`config.mk`:
```
export PLATFORM = sky130hd
export DESIGN_NAME = spi_mmap_target
export DESIGN_NICKNAME = d
export VERILOG_FILES = /design/src/rtl/spi_mmap_pkg.sv /design/src/rtl/spi_mmap_sync.sv /design/src/rtl/spi_mmap_shift.sv /design/src/rtl/spi_mmap_decode.sv /design/src/rtl/spi_mmap_target.sv
export SDC_FILE = /design/constraint.sdc
export NUM_CORES = 1
export LEC_CHECK = 0
export ABC_CLOCK_PERIOD_IN_PS = 4700
export BUFFER_PORTS_ARGS = -buffer_cell sky130_fd_sc_hd__buf_2
export CAP_MARGIN = 40
export CORE_AREA = 2 2 122 77
export CTS_BUF_LIST = sky130_fd_sc_hd__clkbuf_4 sky130_fd_sc_hd__clkbuf_8
export DETAILED_ROUTE_END_ITERATION = 16
export DIE_AREA = 0 0 124 79
export HOLD_SLACK_MARGIN = 0.05
export PLACE_DENSITY = 0.69
export SYNTH_ARGS = -nofsm -noshare
export SYNTH_HDL_FRONTEND = slang
export SYNTH_HIERARCHICAL = 1
export SYNTH_SLANG_ARGS = --single-unit
```
`constraint.sdc`:
```
create_clock -name clk -period 4.7 [get_ports clk]
set_input_delay 0.705 -clock clk [delete_from_list [all_inputs] [get_ports clk]]
set_output_delay 0.705 -clock clk [all_outputs]
set_load 0.02 [all_outputs]
```
`src/rtl/spi_mmap_pkg.sv`:
```
// Shared types for the SPI memory-mapped target.
// Assumes: header byte 0 carries the operation in bits 7:6.
package spi_mmap_pkg;

    typedef enum logic [2:0] {
        ST_HDR0,   // waiting for header byte 0
        ST_HDR1,   // waiting for header byte 1
        ST_HDR2,   // waiting for header byte 2
        ST_DUMMY,  // read: dummy byte in flight
        ST_RD,     // read: data bytes stream out
        ST_WR,     // write: data bytes stream in
        ST_CMDW,   // command: header seen, waiting for release
        ST_SKIP    // ignore rest of frame
    } dec_state_e;

    localparam logic [1:0] OP_READ  = 2'b00;
    localparam logic [1:0] OP_CMD   = 2'b01;
    localparam logic [1:0] OP_WRITE = 2'b10;
    localparam logic [1:0] OP_RSVD  = 2'b11;

endpackage

```
`src/rtl/spi_mmap_sync.sv`:
```
// Multi-bit level synchronizer for asynchronous pins.
// Assumes: each bit is independent; the chain resets to INIT so the
// idle pin levels are seen without spurious edges after reset.
module spi_mmap_sync #(
    parameter int              WIDTH  = 3,
    parameter int              STAGES = 2,
    parameter logic [WIDTH-1:0] INIT  = '0
) (
    input  logic             clk,
    input  logic             rst_n,
    input  logic [WIDTH-1:0] async_in,
    output logic [WIDTH-1:0] sync_out
);

    logic [WIDTH-1:0] chain [STAGES];

    // Shift pin samples through the synchronizer chain.
    always_ff @(posedge clk) begin
        if (!rst_n) begin
            for (int i = 0; i < STAGES; i++) chain[i] <= INIT;
        end else begin
            chain[0] <= async_in;
            for (int i = 1; i < STAGES; i++) chain[i] <= chain[i-1];
        end
    end

    assign sync_out = chain[STAGES-1];

endmodule

```
`src/rtl/spi_mmap_shift.sv`:
```
// Byte assembler and MISO shifter for SPI mode 0.
// Assumes: sck_rise/sck_fall are single-cycle pulses already gated by
// frame_active; tx_byte is stable by the falling edge that ends a byte.
module spi_mmap_shift (
    input  logic       clk,
    input  logic       rst_n,
    input  logic       frame_active,
    input  logic       sck_rise,
    input  logic       sck_fall,
    input  logic       mosi_s,
    input  logic       rd_stream,
    input  logic [7:0] tx_byte,
    output logic [7:0] rx_byte,
    output logic       byte_done,
    output logic       miso
);

    logic [2:0] bit_cnt;
    logic [6:0] rx_part;
    logic [7:0] tx_sh;

    // Collect MOSI bits on rising edges and flag each completed byte.
    always_ff @(posedge clk) begin
        if (!rst_n) begin
            bit_cnt   <= '0;
            rx_part   <= '0;
            rx_byte   <= '0;
            byte_done <= 1'b0;
        end else begin
            byte_done <= 1'b0;
            if (!frame_active) begin
                bit_cnt <= '0;
                rx_part <= '0;
            end else if (sck_rise) begin
                bit_cnt <= bit_cnt + 3'd1;
                rx_part <= {rx_part[5:0], mosi_s};
                if (bit_cnt == 3'd7) begin
                    rx_byte   <= {rx_part, mosi_s};
                    byte_done <= 1'b1;
                end
            end
        end
    end

    // Load or shift the outgoing byte on falling edges.
    always_ff @(posedge clk) begin
        if (!rst_n) begin
            tx_sh <= '0;
        end else if (!frame_active) begin
            tx_sh <= '0;
        end else if (sck_fall) begin
            if (bit_cnt == 3'd0) tx_sh <= rd_stream ? tx_byte : 8'h00;
            else                 tx_sh <= {tx_sh[6:0], 1'b0};
        end
    end

    assign miso = tx_sh[7];

    assert_byte_pulse_R1: assert property (@(posedge clk) disable iff (!rst_n)
        byte_done |=> !byte_done);

    assert_miso_idle_R4: assert property (@(posedge clk) disable iff (!rst_n)
        !frame_active |=> !miso);

    assert_miso_on_fall_R1: assert property (@(posedge clk) disable iff (!rst_n)
        (frame_active && !sck_fall && $past(frame_active)) |=> $stable(miso));

endmodule

```
`src/rtl/spi_mmap_decode.sv`:
```
// Header decoder, address counter and memory/command port driver.
// Assumes: byte_done pulses are at least five cycles apart; memory
// read data is valid the cycle after mem_re.
module spi_mmap_decode
    import spi_mmap_pkg::*;
#(
    parameter int          ADDR_W   = 22,
    parameter int unsigned ID_ADDR  = 32'h000C_0000,
    parameter logic [7:0]  ID_VALUE = 8'h7C
) (
    input  logic              clk,
    input  logic              rst_n,
    input  logic              frame_active,
    input  logic              frame_end,
    input  logic              byte_done,
    input  logic [7:0]        rx_byte,
    input  logic [7:0]        mem_rdata,
    output logic [ADDR_W-1:0] mem_addr,
    output logic [7:0]        mem_wdata,
    output logic              mem_we,
    output logic              mem_re,
    output logic              rd_stream,
    output logic [7:0]        tx_byte,
    output logic              cmd_valid,
    output logic [7:0]        cmd_code
);

    localparam int HI_W = ADDR_W - 16;
    localparam logic [ADDR_W-1:0] ID_A = ADDR_W'(ID_ADDR);

    dec_state_e        state;
    logic [ADDR_W-1:0] addr;
    logic [7:0]        op_byte;
    logic              tail_zero;
    logic              adv;
    logic              re_d;
    logic              id_d;
    logic              id_hit;
    logic              cmd_ok;

    assign id_hit = (addr == ID_A);
    assign cmd_ok = tail_zero && (state == ST_DUMMY || state == ST_CMDW) &&
                    (op_byte[7:6] == OP_CMD || op_byte == 8'h00);

    // Decode header bytes, drive the memory port and the command strobe.
    always_ff @(posedge clk) begin
        if (!rst_n) begin
            state     <= ST_HDR0;
            addr      <= '0;
            op_byte   <= '0;
            tail_zero <= 1'b0;
            adv       <= 1'b0;
            mem_we    <= 1'b0;
            mem_re    <= 1'b0;
            mem_wdata <= '0;
            re_d      <= 1'b0;
            id_d      <= 1'b0;
            tx_byte   <= '0;
            cmd_valid <= 1'b0;
            cmd_code  <= '0;
        end else begin
            mem_we    <= 1'b0;
            mem_re    <= 1'b0;
            adv       <= 1'b0;
            cmd_valid <= 1'b0;
            re_d      <= mem_re;
            id_d      <= mem_re && id_hit;
            if (re_d) tx_byte <= id_d ? ID_VALUE : mem_rdata;
            if (adv) addr <= addr + 1'b1;
            if (frame_end && cmd_ok) begin
                cmd_valid <= 1'b1;
                cmd_code  <= op_byte;
            end
            if (!frame_active) begin
                state <= ST_HDR0;
            end else if (byte_done) begin
                case (state)
                    ST_HDR0: begin
                        op_byte   <= rx_byte;
                        addr[ADDR_W-1:16] <= rx_byte[HI_W-1:0];
                        tail_zero <= 1'b1;
                        state     <= ST_HDR1;
                    end
                    ST_HDR1: begin
                        addr[15:8] <= rx_byte;
                        tail_zero  <= (rx_byte == 8'h00);
                        state      <= ST_HDR2;
                    end
                    ST_HDR2: begin
                        addr[7:0] <= rx_byte;
                        tail_zero <= tail_zero && (rx_byte == 8'h00);
                        case (op_byte[7:6])
                            OP_WRITE: state <= ST_WR;
                            OP_READ:  state <= ST_DUMMY;
                            OP_CMD:   state <= ST_CMDW;
                            default:  state <= ST_SKIP;
                        endcase
                    end
                    ST_DUMMY: begin
                        mem_re <= 1'b1;
                        adv    <= 1'b1;
                        state  <= ST_RD;
                    end
                    ST_RD: begin
                        mem_re <= 1'b1;
                        adv    <= 1'b1;
                    end
                    ST_WR: begin
                        mem_we    <= !id_hit;
                        mem_wdata <= rx_byte;
                        adv       <= 1'b1;
                    end
                    ST_CMDW: state <= ST_SKIP;
                    default: ;
                endcase
            end
        end
    end

    assign mem_addr  = addr;
    assign rd_stream = (state == ST_RD);

    assert_we_after_byte_R3: assert property (@(posedge clk) disable iff (!rst_n)
        mem_we |-> ($past(byte_done) && $past(state) == ST_WR));

    assert_we_re_excl_R3: assert property (@(posedge clk) disable iff (!rst_n)
        !(mem_we && mem_re));

    assert_addr_step_R5: assert property (@(posedge clk) disable iff (!rst_n)
        (mem_we || mem_re) |=> (addr == $past(addr) + 1'b1));

    assert_id_no_write_R6: assert property (@(posedge clk) disable iff (!rst_n)
        mem_we |-> (mem_addr != ID_A));

    assert_cmd_pulse_R7: assert property (@(posedge clk) disable iff (!rst_n)
        cmd_valid |=> !cmd_valid);

    assert_cmd_on_release_R7: assert property (@(posedge clk) disable iff (!rst_n)
        $rose(cmd_valid) |-> $past(frame_end));

    assert_rsvd_quiet_R8: assert property (@(posedge clk) disable iff (!rst_n)
        (state == ST_SKIP) |-> (!mem_we && !mem_re));

endmodule

```
`src/rtl/spi_mmap_target.sv`:
```
// SPI mode-0 target giving a host byte access to a memory port.
// Assumes: pins are asynchronous to clk; each SCK phase lasts at least
// five clk cycles; memory read data follows mem_re by one cycle.
module spi_mmap_target
    import spi_mmap_pkg::*;
#(
    parameter int          ADDR_W      = 22,
    parameter int          SYNC_STAGES = 2,
    parameter int unsigned ID_ADDR     = 32'h000C_0000,
    parameter logic [7:0]  ID_VALUE    = 8'h7C
) (
    input  logic              clk,
    input  logic              rst_n,
    input  logic              spi_sck,
    input  logic              spi_cs_n,
    input  logic              spi_mosi,
    output logic              spi_miso,
    output logic [ADDR_W-1:0] mem_addr,
    output logic [7:0]        mem_wdata,
    output logic              mem_we,
    output logic              mem_re,
    input  logic [7:0]        mem_rdata,
    output logic              cmd_valid,
    output logic [7:0]        cmd_code
);

    localparam int PIN_W = 3;

    logic [PIN_W-1:0] pins_s;
    logic             sck_q;
    logic             cs_q;
    logic             frame_active;
    logic             frame_end;
    logic             sck_rise;
    logic             sck_fall;
    logic             byte_done;
    logic [7:0]       rx_byte;
    logic [7:0]       tx_byte;
    logic             rd_stream;

    spi_mmap_sync #(
        .WIDTH (PIN_W),
        .STAGES(SYNC_STAGES),
        .INIT  (3'b100)
    ) u_sync (
        .clk     (clk),
        .rst_n   (rst_n),
        .async_in({spi_cs_n, spi_sck, spi_mosi}),
        .sync_out(pins_s)
    );

    // Remember previous synchronized SCK and chip select for edge detection.
    always_ff @(posedge clk) begin
        if (!rst_n) begin
            sck_q <= 1'b0;
            cs_q  <= 1'b1;
        end else begin
            sck_q <= pins_s[1];
            cs_q  <= pins_s[2];
        end
    end

    assign frame_active = !pins_s[2];
    assign frame_end    = pins_s[2] && !cs_q;
    assign sck_rise     = frame_active && pins_s[1] && !sck_q;
    assign sck_fall     = frame_active && !pins_s[1] && sck_q;

    spi_mmap_shift u_shift (
        .clk         (clk),
        .rst_n       (rst_n),
        .frame_active(frame_active),
        .sck_rise    (sck_rise),
        .sck_fall    (sck_fall),
        .mosi_s      (pins_s[0]),
        .rd_stream   (rd_stream),
        .tx_byte     (tx_byte),
        .rx_byte     (rx_byte),
        .byte_done   (byte_done),
        .miso        (spi_miso)
    );

    spi_mmap_decode #(
        .ADDR_W  (ADDR_W),
        .ID_ADDR (ID_ADDR),
        .ID_VALUE(ID_VALUE)
    ) u_decode (
        .clk         (clk),
        .rst_n       (rst_n),
        .frame_active(frame_active),
        .frame_end   (frame_end),
        .byte_done   (byte_done),
        .rx_byte     (rx_byte),
        .mem_rdata   (mem_rdata),
        .mem_addr    (mem_addr),
        .mem_wdata   (mem_wdata),
        .mem_we      (mem_we),
        .mem_re      (mem_re),
        .rd_stream   (rd_stream),
        .tx_byte     (tx_byte),
        .cmd_valid   (cmd_valid),
        .cmd_code    (cmd_code)
    );

    assert_miso_only_stream_R4: assert property (@(posedge clk) disable iff (!rst_n)
        spi_miso |-> rd_stream);

    assert_no_strobe_framed_R10: assert property (@(posedge clk) disable iff (!rst_n)
        (mem_we || mem_re) |-> $past(frame_active));

endmodule

```
Yosys cells after proc, flatten, opt, wreduce, memory -nomap -nowiden
Memories as Yosys holds them, arrays and structs flattened.
Cells that the tools add are included.
{"block": "word_totals", "regBits": 93, "ramBits": 6, "in_bits": 13, "word_cells": 95, "n_memories": 1}
{"memory": "u_sync.chain", "words": 2, "word_bits": 3, "rd": 2, "rd_clocked_by_memory_dff": 0, "write_ports": 2, "line_no": "spi_mmap_sync.sv:15", "text": "logic [WIDTH-1:0] chain [STAGES];"}
{"block": "classes", "n_addsub": 2, "eq_ne": 10, "muxes": 20, "bitwise": 7, "n_reduce_logical": 35}
{"op": "22-bit two-way mux", "n": 3}
{"op": "8-bit two-way mux", "n": 5}
{"op": "22-bit by 1-bit adder with 22-bit output (second input constant)", "n": 1}
{"op": "22-bit by 20-bit == test with 1-bit output (second input constant)", "n": 1}
{"op": "8-bit logical NOT", "n": 2}
{"op": "3-bit case mux with 5 select lines", "n": 1}
{"op": "3-bit == test (second input constant)", "n": 4}
{"op": "3-bit AND reduction", "n": 4}
{"op": "1-bit logical AND", "n": 10}
{"op": "3-bit case mux with 3 select lines", "n": 1}
{"op": "3-bit OR reduction", "n": 3}
{"op": "3-bit by 2-bit == test with 1-bit output (second input constant)", "n": 2}
{"op": "3-bit logical NOT", "n": 2}
{"op": "1-bit two-way mux", "n": 6}
{"op": "3-bit two-way mux", "n": 2}
{"op": "6-bit two-way mux", "n": 1}
{"op": "1-bit logical NOT", "n": 5}
{"op": "1-bit NOT", "n": 5}
{"op": "5-bit nonzero test", "n": 1}
{"op": "2-bit OR reduction", "n": 2}
{"op": "4-bit OR reduction", "n": 1}
{"op": "3-bit by 1-bit adder with 3-bit output (second input constant)", "n": 1}
{"op": "3-bit by 1-bit == test with 1-bit output (second input constant)", "n": 1}
{"op": "1-bit case mux with 3 select lines", "n": 1}
{"op": "7 further kinds", "n": 9}

Logic depth before layout (Yosys ltp)
Gate-level depths: netlist (run 1).
{"block": "depth", "word_depth": 6, "depth_mapped": 7, "depth_no_buf": 6}

Modules after synthesis
The synthesis (run 1) kept the hierarchy.
{"mod": "spi_mmap_decode", "instances": 1, "cells_per_inst": 329, "area_per_inst_um2": 2859.0, "seq_area_each_um2": 1281.2}
{"mod": "spi_mmap_shift", "instances": 1, "cells_per_inst": 120, "area_per_inst_um2": 1104.8, "seq_area_each_um2": 540.5}
{"mod": "spi_mmap_sync", "instances": 1, "cells_per_inst": 15, "area_per_inst_um2": 180.2, "seq_area_each_um2": 120.1}
{"mod": "spi_mmap_target", "instances": 1, "cells_per_inst": 8, "area_per_inst_um2": 77.6, "seq_area_each_um2": 40.0}

Worst setup path after synthesis (run 1)
OpenSTA, ideal clock, no wires.
{"block": "synth_timing", "kind": "register to register", "startpoint": "register u_decode.addr[0], in the netlist u_decode/mem_addr[0]", "endpoint": "register u_decode.addr[20], in the netlist u_decode/mem_addr[20]", "t_arrival_ps": 1947, "required_time_ps": 4626, "setup_slack_ps": 2679, "path_stages_with_launch": 6, "path_buffers": 0, "period_less_slack_ps": 2021, "path_cell_list": "dfxtp_1 > ha_1 > nand3_1 > or3_2 > or4_1 > a31oi_1"}
{"block": "synth_between", "elab_chain_len": 5}
{"element": "start, declared", "line_no": "spi_mmap_decode.sv:32", "text": "logic [ADDR_W-1:0] addr;"}
{"element": "start signal, assigned", "line_no": "spi_mmap_decode.sv:69", "text": "if (adv) addr <= addr + 1'b1;"}
{"element": "start signal, assigned by index", "line_no": "spi_mmap_decode.sv:80", "text": "addr[ADDR_W-1:16] <= rx_byte[HI_W-1:0];"}
{"element": "start signal, assigned", "line_no": "spi_mmap_decode.sv:90", "text": "addr[7:0] <= rx_byte;"}
{"element": "22-bit by 1-bit adder with 22-bit output (*)", "line_no": "spi_mmap_decode.sv:69"}
{"element": "22-bit two-way mux (*)", "line_no": "spi_mmap_decode.sv:69"}
{"element": "6-bit two-way mux", "line_no": "spi_mmap_decode.sv:77", "text": "case (state)"}
{"element": "22-bit two-way mux", "line_no": "spi_mmap_decode.sv:76", "text": "end else if (byte_done) begin"}
{"element": "22-bit two-way mux (*)", "line_no": "spi_mmap_decode.sv:74", "text": "if (!frame_active) begin"}
Every way passes the cells marked *; elsewhere a longest branch is shown, timed or not.
A chain may end at the register's enable or synchronous reset.

Final worst setup path (run 1)
Same ends and word-level chain as after synthesis.

==> results by group, run 1 <==
Pwr
  – Part of the power in the clock network: 43.1%
  – Leakage power total: 1.75 nW
  – NetSw: 303 uW
  – Switching power share of the total: 19.8%
  – Fraction of power consumed by combinational cells: 1.7%
  – Sequential group share of total power: 55.2%
  – Peak supply drop: 0.145 mV
  – P per Cell Area: 322 nW/um^2
  – Total power after layout: 1.52 mW
  – Internal power of the cells: 1.22 mW

Synth
  – Most frequent cells after synthesis: sky130_fd_sc_hd__dfxtp_1, sky130_fd_sc_hd__nand2_1, sky130_fd_sc_hd__nor2_1, sky130_fd_sc_hd__a21oi_1, sky130_fd_sc_hd__o21ai_0
  – Leading post-synthesis cells by cell area: sky130_fd_sc_hd__dfxtp_1, sky130_fd_sc_hd__nand2_1, sky130_fd_sc_hd__nor2_1
  – Library cell with the highest instance count after synthesis: sky130_fd_sc_hd__dfxtp_1
  – Largest area contributor in the synthesized netlist: sky130_fd_sc_hd__dfxtp_1
  – Post-synth EDFFs: 0
  – Distinct cell type count of the synthesized netlist: 54
  – Sequential-to-total area share from yosys stat: 46.9%
  – Combined area of all synthesized cells: 4220 um^2
  – Mapped Avg Cell Area: 8.94 um^2
  – Top FF cell, synth: sky130_fd_sc_hd__dfxtp_1
  – Area share of the leading cell type in the synthesized netlist: 46.9%
  – Post-synth ARST share: 0%
  – Synth warnings: 6
  – Number of instances in the synthesized netlist: 472
  – Synth Register Bits: 99
  – Synthesized Nets: 490

Placement
  – Half-perimeter wire length of the detailed placement result: 6920 um
  – Weighted congestion reported at the end of routability-driven placement: 0.873
  – Cell area reported after detailed placement: 4490 um^2
  – Number of buffers added on ports: 54

Global route
  – Overall overflow remaining after global route: 0
  – Number of antenna violations at the first check in global routing: 0
  – First-pass GRT wire length: 16500 um
  – Largest net degree at the start of global routing: 45
  – Vias in the first global route: 3323
  – Global-route total usage across every layer: 21.9%

Clocking
  – Source-to-sink clock delay at the later pin of the worst-skew pair: 0.37 ns
  – Clk pin slew, worst setup/hold paths: 0.10 ns
  – Clk buf depth: 2
  – H-Tree Level Count: 3
  – Post-CTS resize count: 0
  – Clock tree from TritonCTS: built
  – Number of clock buffers inserted by TritonCTS: 9
  – Num Clock Sinks: 99
  – Number of buffers inserted for hold repair after clock tree synthesis: 0
  – Buffer type at the clock tree root: sky130_fd_sc_hd__clkbuf_8
  – Post-CTS Setup Bufs: 0

Drt
  – Total via count in the routed design: 3503
  – Via count normalized by instance count: 5.53
  – Post-detailed-route DRC marker count: 0
  – Number of DRC violations after detailed-routing iteration 0: 281
  – Antenna violation net count after detailed routing: 0
  – Drt wl/cell: 15.7 um
  – First drt pass iteration count: 4
  – Total detailed-routing wirelength: 9960 um

Floorplan
  – Die W: 124 um
  – Area of the placeable core: 8780 um^2
  – Effective utilization at floorplan: 48.1%
  – Full die area: 9800 um^2
  – Number of placed I/O pins: 55
  – Floorplan row count: 27
  – Vertical extent of the die: 79 um

Cells and area
  – Final nets: 530
  – Footprint of the flip-flops and latches: 1980 um^2
  – Area of the multi-input gates: 2040 um^2
  – Count of antenna diodes in the layout: 0
  – Area Overhead vs Synth: 12.2%
  – Proportion of layout cells with a drive suffix above 1: 16.6%
  – Filler instances: 839
  – Cell area after layout: 4730 um^2

Worst setup path
  – Startpoint types: register
  – CP arrival: 2.41 ns
  – Worst-path fanout max: 6
  – Largest delay contributor family on the critical path: simple AND/OR/NAND/NOR gates
  – Cell with the largest stage delay on the worst path: sky130_fd_sc_hd__or3_2
  – Worst-path cell chain: ha_1 > nand3_1 > or3_2 > or4_1 > a31oi_1
  – Largest stage delay on the critical path: 0.55 ns
  – Type of destination of the critical path: register
  – Worst path bufs/invs: 0
  – Class of the most critical setup path: register to register
  – CP required: 5.01 ns

STA
  – Unrepaired setup endpoints after global routing: false
  – Final Max Slew Viols: 0
  – Upper clock frequency limit: 477 MHz
  – Measured slew at the worst slew-check pin: 0.847 ns
  – Clock skew after layout: 0.0129 ns
  – Hold Violations, Final: 0
  – Final Setup Violations: 0
  – Final TNS setup: 0 ns
  – Final worst path period need: 2.10 ns
  – Tightest slew margin relative to the limit: 43.1%
  – Final Cycle Share: 44.6%

Min path
  – Kind of path behind the tightest hold check: register to register

Flow run
  – Number of max-capacitance violations reported: 0

Outcome
  – Result of the run: finished clean
[final cells by class]
cell class / count / area share [%]
Tap cell: 116 / 3.07
Clock inverter: 5 / 2.11
Clock buffer: 11 / 3.07
Timing Repair Buffer: 57 / 6.18
Inverter: 8 / 0.634
Sequential cell: 99 / 41.9
Multi-Input combinational cell: 337 / 43.1
[kinds of logic after synthesis]
group	count (synthesis)	synth area share (%)
simple gates	201	24.8
flops	99	46.9
compound gates	97	14.3
buf+inv	36	4.86
xor+xnor	17	3.53
mux	17	4.03
fa+ha+maj	5	1.48
[placed cells by master, fill, tap and decap left out, types with 8 or more instances in the layout]
master                     instances
sky130_fd_sc_hd__dfxtp_1          99
sky130_fd_sc_hd__nand2_1          55
sky130_fd_sc_hd__buf_2            54
sky130_fd_sc_hd__nor2_1           54
sky130_fd_sc_hd__a21oi_1          27
sky130_fd_sc_hd__o21ai_0          22
sky130_fd_sc_hd__nand3_1          20
sky130_fd_sc_hd__mux2i_1          17
sky130_fd_sc_hd__xnor2_1          14
sky130_fd_sc_hd__a211oi_1         11
sky130_fd_sc_hd__clkbuf_8         10
sky130_fd_sc_hd__nor4_1            9
sky130_fd_sc_hd__and2_1            8
sky130_fd_sc_hd__a31oi_1           8
[power groups by stage]
stage	combinational (mW)	sequential (mW)	clock (mW)
floorplan	0.0180	0.861	0
global placement	0.0245	0.862	0
detailed placement	0.0253	0.862	0
CTS	0.0254	0.842	0.671
global route	0.0282	0.843	0.706
finish	0.0254	0.842	0.657
[state kept, by name, indices dropped and copies added, names as in the netlist]
register	flops
u_decode/adv	1
u_decode/mem_re	1
u_decode/tail_zero	1
u_decode/id_d	1
u_sync/chain	6
u_decode/mem_addr	22
cs_q	1
u_shift/rx_byte	8
u_decode/cmd_code	8
u_decode/re_d	1
u_shift/bit_cnt	3
u_shift/rx_part	7
u_decode/state	3
sck_q	1
u_shift/tx_sh	8
u_shift/byte_done	1
u_decode/mem_wdata	8
u_decode/tx_byte	8
u_decode/op_byte	8
u_decode/cmd_valid	1
u_decode/mem_we	1
[per-layer routing]
metal | vias up | wire [um] | GRT usage [%]
met5 | - | 0 | 0
met3 | 7 | 708 | 7.33
li1 | 1751 | - | -
met2 | 100 | 4350 | 32.9
met1 | 1645 | 4840 | 30.4
met4 | 0 | 64 | 5.17
[through the flow]
step / worst slack [ns] / util [%] / hold WS, ns / cells
2_1_floorplan: 2.68 / - / 0.386 / 472
3_3_place_gp: 2.64 / 51.0 / 0.412 / 616
3_5_place_dp: 2.52 / 51.1 / 0.411 / 617
4_1_cts: 2.62 / 53.9 / 0.432 / 633
5_1_grt: 2.49 / 53.9 / 0.446 / 633
6_report: 2.60 / 53.9 / 0.439 / 633
[final timing paths]
check,from,end,depth (start not counted),slack (ns)
max,u_decode/mem_addr[0],u_decode/mem_addr[20],5,2.60
min,u_sync/chain[0][2],u_sync/chain[0][5],1,0.44
min reg2reg,u_sync/chain[0][2],u_sync/chain[0][5],1,0.44
max reg2reg,u_decode/mem_addr[0],u_decode/mem_addr[20],5,2.60
Power figures use the tool's default switching activity.
==> run 2: changes to the inputs <==
Settings changed: ABC_CLOCK_PERIOD_IN_PS 4700 to 1800, PLACE_DENSITY 0.69 to 0.72.
Clock period 4.7 ns to 1.8 ns, I/O delays scaled along.
==> results by group, run 2 (synthesis results as in run 1) <==
Pwr
  – Internal power of the cells: 2.81 mW (was 1.22 mW)
  – Part of the power in the clock network: 37.3% (was 43.1%)
  – P per Cell Area: 731 nW/um^2 (was 322 nW/um^2)
  – Switching power share of the total: 22.6% (was 19.8%)
  – Leakage power total: 1.90 nW (was 1.75 nW)
  – Fraction of power consumed by combinational cells: 2.2% (was 1.7%)
  – Sequential group share of total power: 60.5% (was 55.2%)
  – NetSw: 821 uW (was 303 uW)
  – Peak supply drop: 0.355 mV (was 0.145 mV)

STA
  – Tightest slew margin relative to the limit: 61.9% (was 43.1%)
  – Clock skew after layout: 0.00838 ns (was 0.0129 ns)
  – Hold Violations, Final: 0 (unchanged)
  – Final worst path period need: 1.69 ns (was 2.10 ns)
  – Measured slew at the worst slew-check pin: 0.568 ns (was 0.847 ns)
  – Final Setup Violations: 0 (unchanged)
  – Worst setup slack after layout: 0.113 ns (was 2.60 ns)
  – Final Max Slew Viols: 0 (unchanged)
  – Upper clock frequency limit: 593 MHz (was 477 MHz)
  – Final Cycle Share: 93.7% (was 44.6%)
  – Unrepaired setup endpoints after global routing: false (unchanged)

Worst setup path
  – Cell with the largest stage delay on the worst path: sky130_fd_sc_hd__dfxtp_1 (was sky130_fd_sc_hd__or3_2)
  – Worst-path cell chain: and4_1 > nand4_1 > buf_4 > or3_1 > a31oi_1 (was ha_1 > nand3_1 > or3_2 > or4_1 > a31oi_1)
  – CP required: 2.11 ns (was 5.01 ns)
  – CP Depth: 5 (unchanged)
  – Worst R2R Path Depth: 5 (unchanged)
  – Origin of the worst setup path: u_decode/mem_addr[13] (was u_decode/mem_addr[0])
  – Worst path bufs/invs: 1 (was 0)
  – Largest stage delay on the critical path: 0.42 ns (was 0.55 ns)
  – Class of the most critical setup path: register to register (unchanged)
  – Worst-path fanout max: 7 (was 6)
  – CP arrival: 1.99 ns (was 2.41 ns)
  – Flop-to-flop setup slack: 0.11 ns (was 2.60 ns)
  – Worst reg2reg endpoint: u_decode/mem_addr[18] (was u_decode/mem_addr[20])
  – Largest delay contributor family on the critical path: simple AND/OR/NAND/NOR gates (unchanged)
  – Startpoint types: register (unchanged)
  – Type of destination of the critical path: register (unchanged)
  – Endpoint of the most critical setup path: u_decode/mem_addr[18] (was u_decode/mem_addr[20])
  – Start of the worst register-to-register path: u_decode/mem_addr[13] (was u_decode/mem_addr[0])

Drt
  – Post-detailed-route DRC marker count: 0 (unchanged)
  – Total detailed-routing wirelength: 10100 um (was 9960 um)
  – First drt pass iteration count: 5 (was 4)
  – Total via count in the routed design: 3640 (was 3503)
  – Via count normalized by instance count: 5.47 (was 5.53)
  – Antenna violation net count after detailed routing: 0 (unchanged)
  – Drt wl/cell: 15.2 um (was 15.7 um)
  – Number of DRC violations after detailed-routing iteration 0: 344 (was 281)

Clocking
  – Clk buf depth: 2 (unchanged)
  – Buffer type at the clock tree root: sky130_fd_sc_hd__clkbuf_8 (unchanged)
  – Source-to-sink clock delay at the later pin of the worst-skew pair: 0.37 ns (about the same)
  – Number of buffers inserted for hold repair after clock tree synthesis: 0 (unchanged)
  – H-Tree Level Count: 3 (unchanged)
  – Num Clock Sinks: 99 (unchanged)
  – Clock tree from TritonCTS: built (unchanged)
  – Number of clock buffers inserted by TritonCTS: 9 (unchanged)
  – Clk pin slew, worst setup/hold paths: 0.09 ns (was 0.10 ns)

Floorplan
  – Full die area: 9800 um^2 (unchanged)
  – Effective utilization at floorplan: 48.1% (unchanged)
  – Area of the placeable core: 8780 um^2 (unchanged)
  – Floorplan row count: 27 (unchanged)
  – Number of placed I/O pins: 55 (unchanged)
  – Vertical extent of the die: 79 um (unchanged)
  – Die W: 124 um (unchanged)

Placement
  – Number of buffers added on ports: 54 (unchanged)
  – Count of placed standard cells including taps: 648 (was 617)
  – Weighted congestion reported at the end of routability-driven placement: 0.833 (was 0.873)
  – Pre-CTS setup slack: 0.0707 ns (was 2.52 ns)
  – Half-perimeter wire length of the detailed placement result: 7290 um (was 6920 um)

Global route
  – Vias in the first global route: 3301 (was 3323)
  – Global-route total usage across every layer: 21.7% (was 21.9%)
  – Number of antenna violations at the first check in global routing: 0 (unchanged)
  – Largest net degree at the start of global routing: 25 (was 45)
  – Overall overflow remaining after global route: 0 (unchanged)
  – First-pass GRT wire length: 16400 um (was 16500 um)

Cells and area
  – Area of the multi-input gates: 2050 um^2 (was 2040 um^2)
  – Count of antenna diodes in the layout: 0 (unchanged)
  – Most frequent standard cell in the layout excluding fill and tap cells: sky130_fd_sc_hd__dfxtp_1 (unchanged)
  – Final nets: 562 (was 530)
  – Filler instances: 819 (was 839)
  – Footprint of the flip-flops and latches: 2000 um^2 (was 1980 um^2)
  – Flip-flop count of the largest register after layout: 22 (unchanged)
  – Proportion of layout cells with a drive suffix above 1: 23.9% (was 16.6%)
  – Leading cell types in the layout, fill and taps excluded: sky130_fd_sc_hd__dfxtp_1, sky130_fd_sc_hd__nand2_1, sky130_fd_sc_hd__buf_2, sky130_fd_sc_hd__nor2_1, sky130_fd_sc_hd__buf_4 (was sky130_fd_sc_hd__dfxtp_1, sky130_fd_sc_hd__nand2_1, sky130_fd_sc_hd__buf_2, sky130_fd_sc_hd__nor2_1, sky130_fd_sc_hd__a21oi_1)
  – Number of cells in the finished layout apart from fillers: 665 (was 633)
  – Area Overhead vs Synth: 17.5% (was 12.2%)

Min path
  – Worst hold start: spi_cs_n (was u_sync/chain[0][2])
  – Kind of path behind the tightest hold check: input port to register (was register to register)

Flow run
  – Number of max-capacitance violations reported: 0 (unchanged)

Outcome
  – Result of the run: finished clean (unchanged)
## run 2: worst min path at each step
stage	to	cells after the start	slack, ns
3_5_place_dp	u_sync/chain[0][5]	1	0.42
4_1_cts	u_sync/chain[0][2]	2	0.08
3_3_place_gp	u_sync/chain[0][4]	1	0.42
5_1_grt	u_sync/chain[0][2]	2	0.08
2_1_floorplan	cs_q	1	0.34
6_report	u_sync/chain[0][2]	2	0.09
## run 2: through the flow
stage	power, mW	util (%)	area [um^2]	setup TNS (ns)	hold slack, ns
after detailed placement	2.33	54.1	4760	0	0.419
after global routing	3.78	56.5	4960	0	0.0793
after floorplan	2.29	-	4250	-0.0283	0.343
after global placement	2.32	54.1	4760	0	0.417
after CTS	3.66	56.3	4940	0	0.0784
final	3.63	56.5	4960	0	0.0883
## run 2: cell type report
cell class | instances | share of cell area [%]
clock inverters | 5 | 0.681
flip-flops and latches | 99 | 40.4
well taps | 116 | 2.92
clock buffers | 11 | 3.05
inverters | 8 | 0.605
multi-input cells | 337 | 41.4
repair buffers | 89 | 11.0
## run 2: repair_timing
action / CTS / global route
endpoints found under the setup margin: 0 / 10
buffers inserted: 0 / 1
gates resized for setup: 0 / 4
## run 2: power by group through the flow
stage	Clock, mW	Sequential (mW)	Combinational [mW]
finish	1.35	2.19	0.0806
global route	1.49	2.20	0.0885
CTS	1.39	2.19	0.0801
detailed placement	0	2.25	0.0798
global placement	0	2.25	0.0793
floorplan	0	2.24	0.0470
## run 2: routing by layer
| metal | up-vias | part of all wire [%] | GRT usage, % | routed length, um |
|---|---|---|---|---|
| li1 | 1811 | - | - | - |
| met1 | 1705 | 50 | 31.0 | 5050 |
| met2 | 114 | 42 | 31.4 | 4210 |
| met3 | 10 | 7.4 | 6.90 | 746 |
| met4 | 0 | 0.84 | 5.73 | 85 |
| met5 | - | 0 | 0 | 0 |
## run 2: worst register-to-register path, cell delays in order (launching register included)
cell	delay [ns]
sky130_fd_sc_hd__dfxtp_1	0.42
sky130_fd_sc_hd__and4_1	0.25
sky130_fd_sc_hd__nand4_1	0.23
sky130_fd_sc_hd__buf_4	0.23
sky130_fd_sc_hd__or3_1	0.34
sky130_fd_sc_hd__a31oi_1	0.17
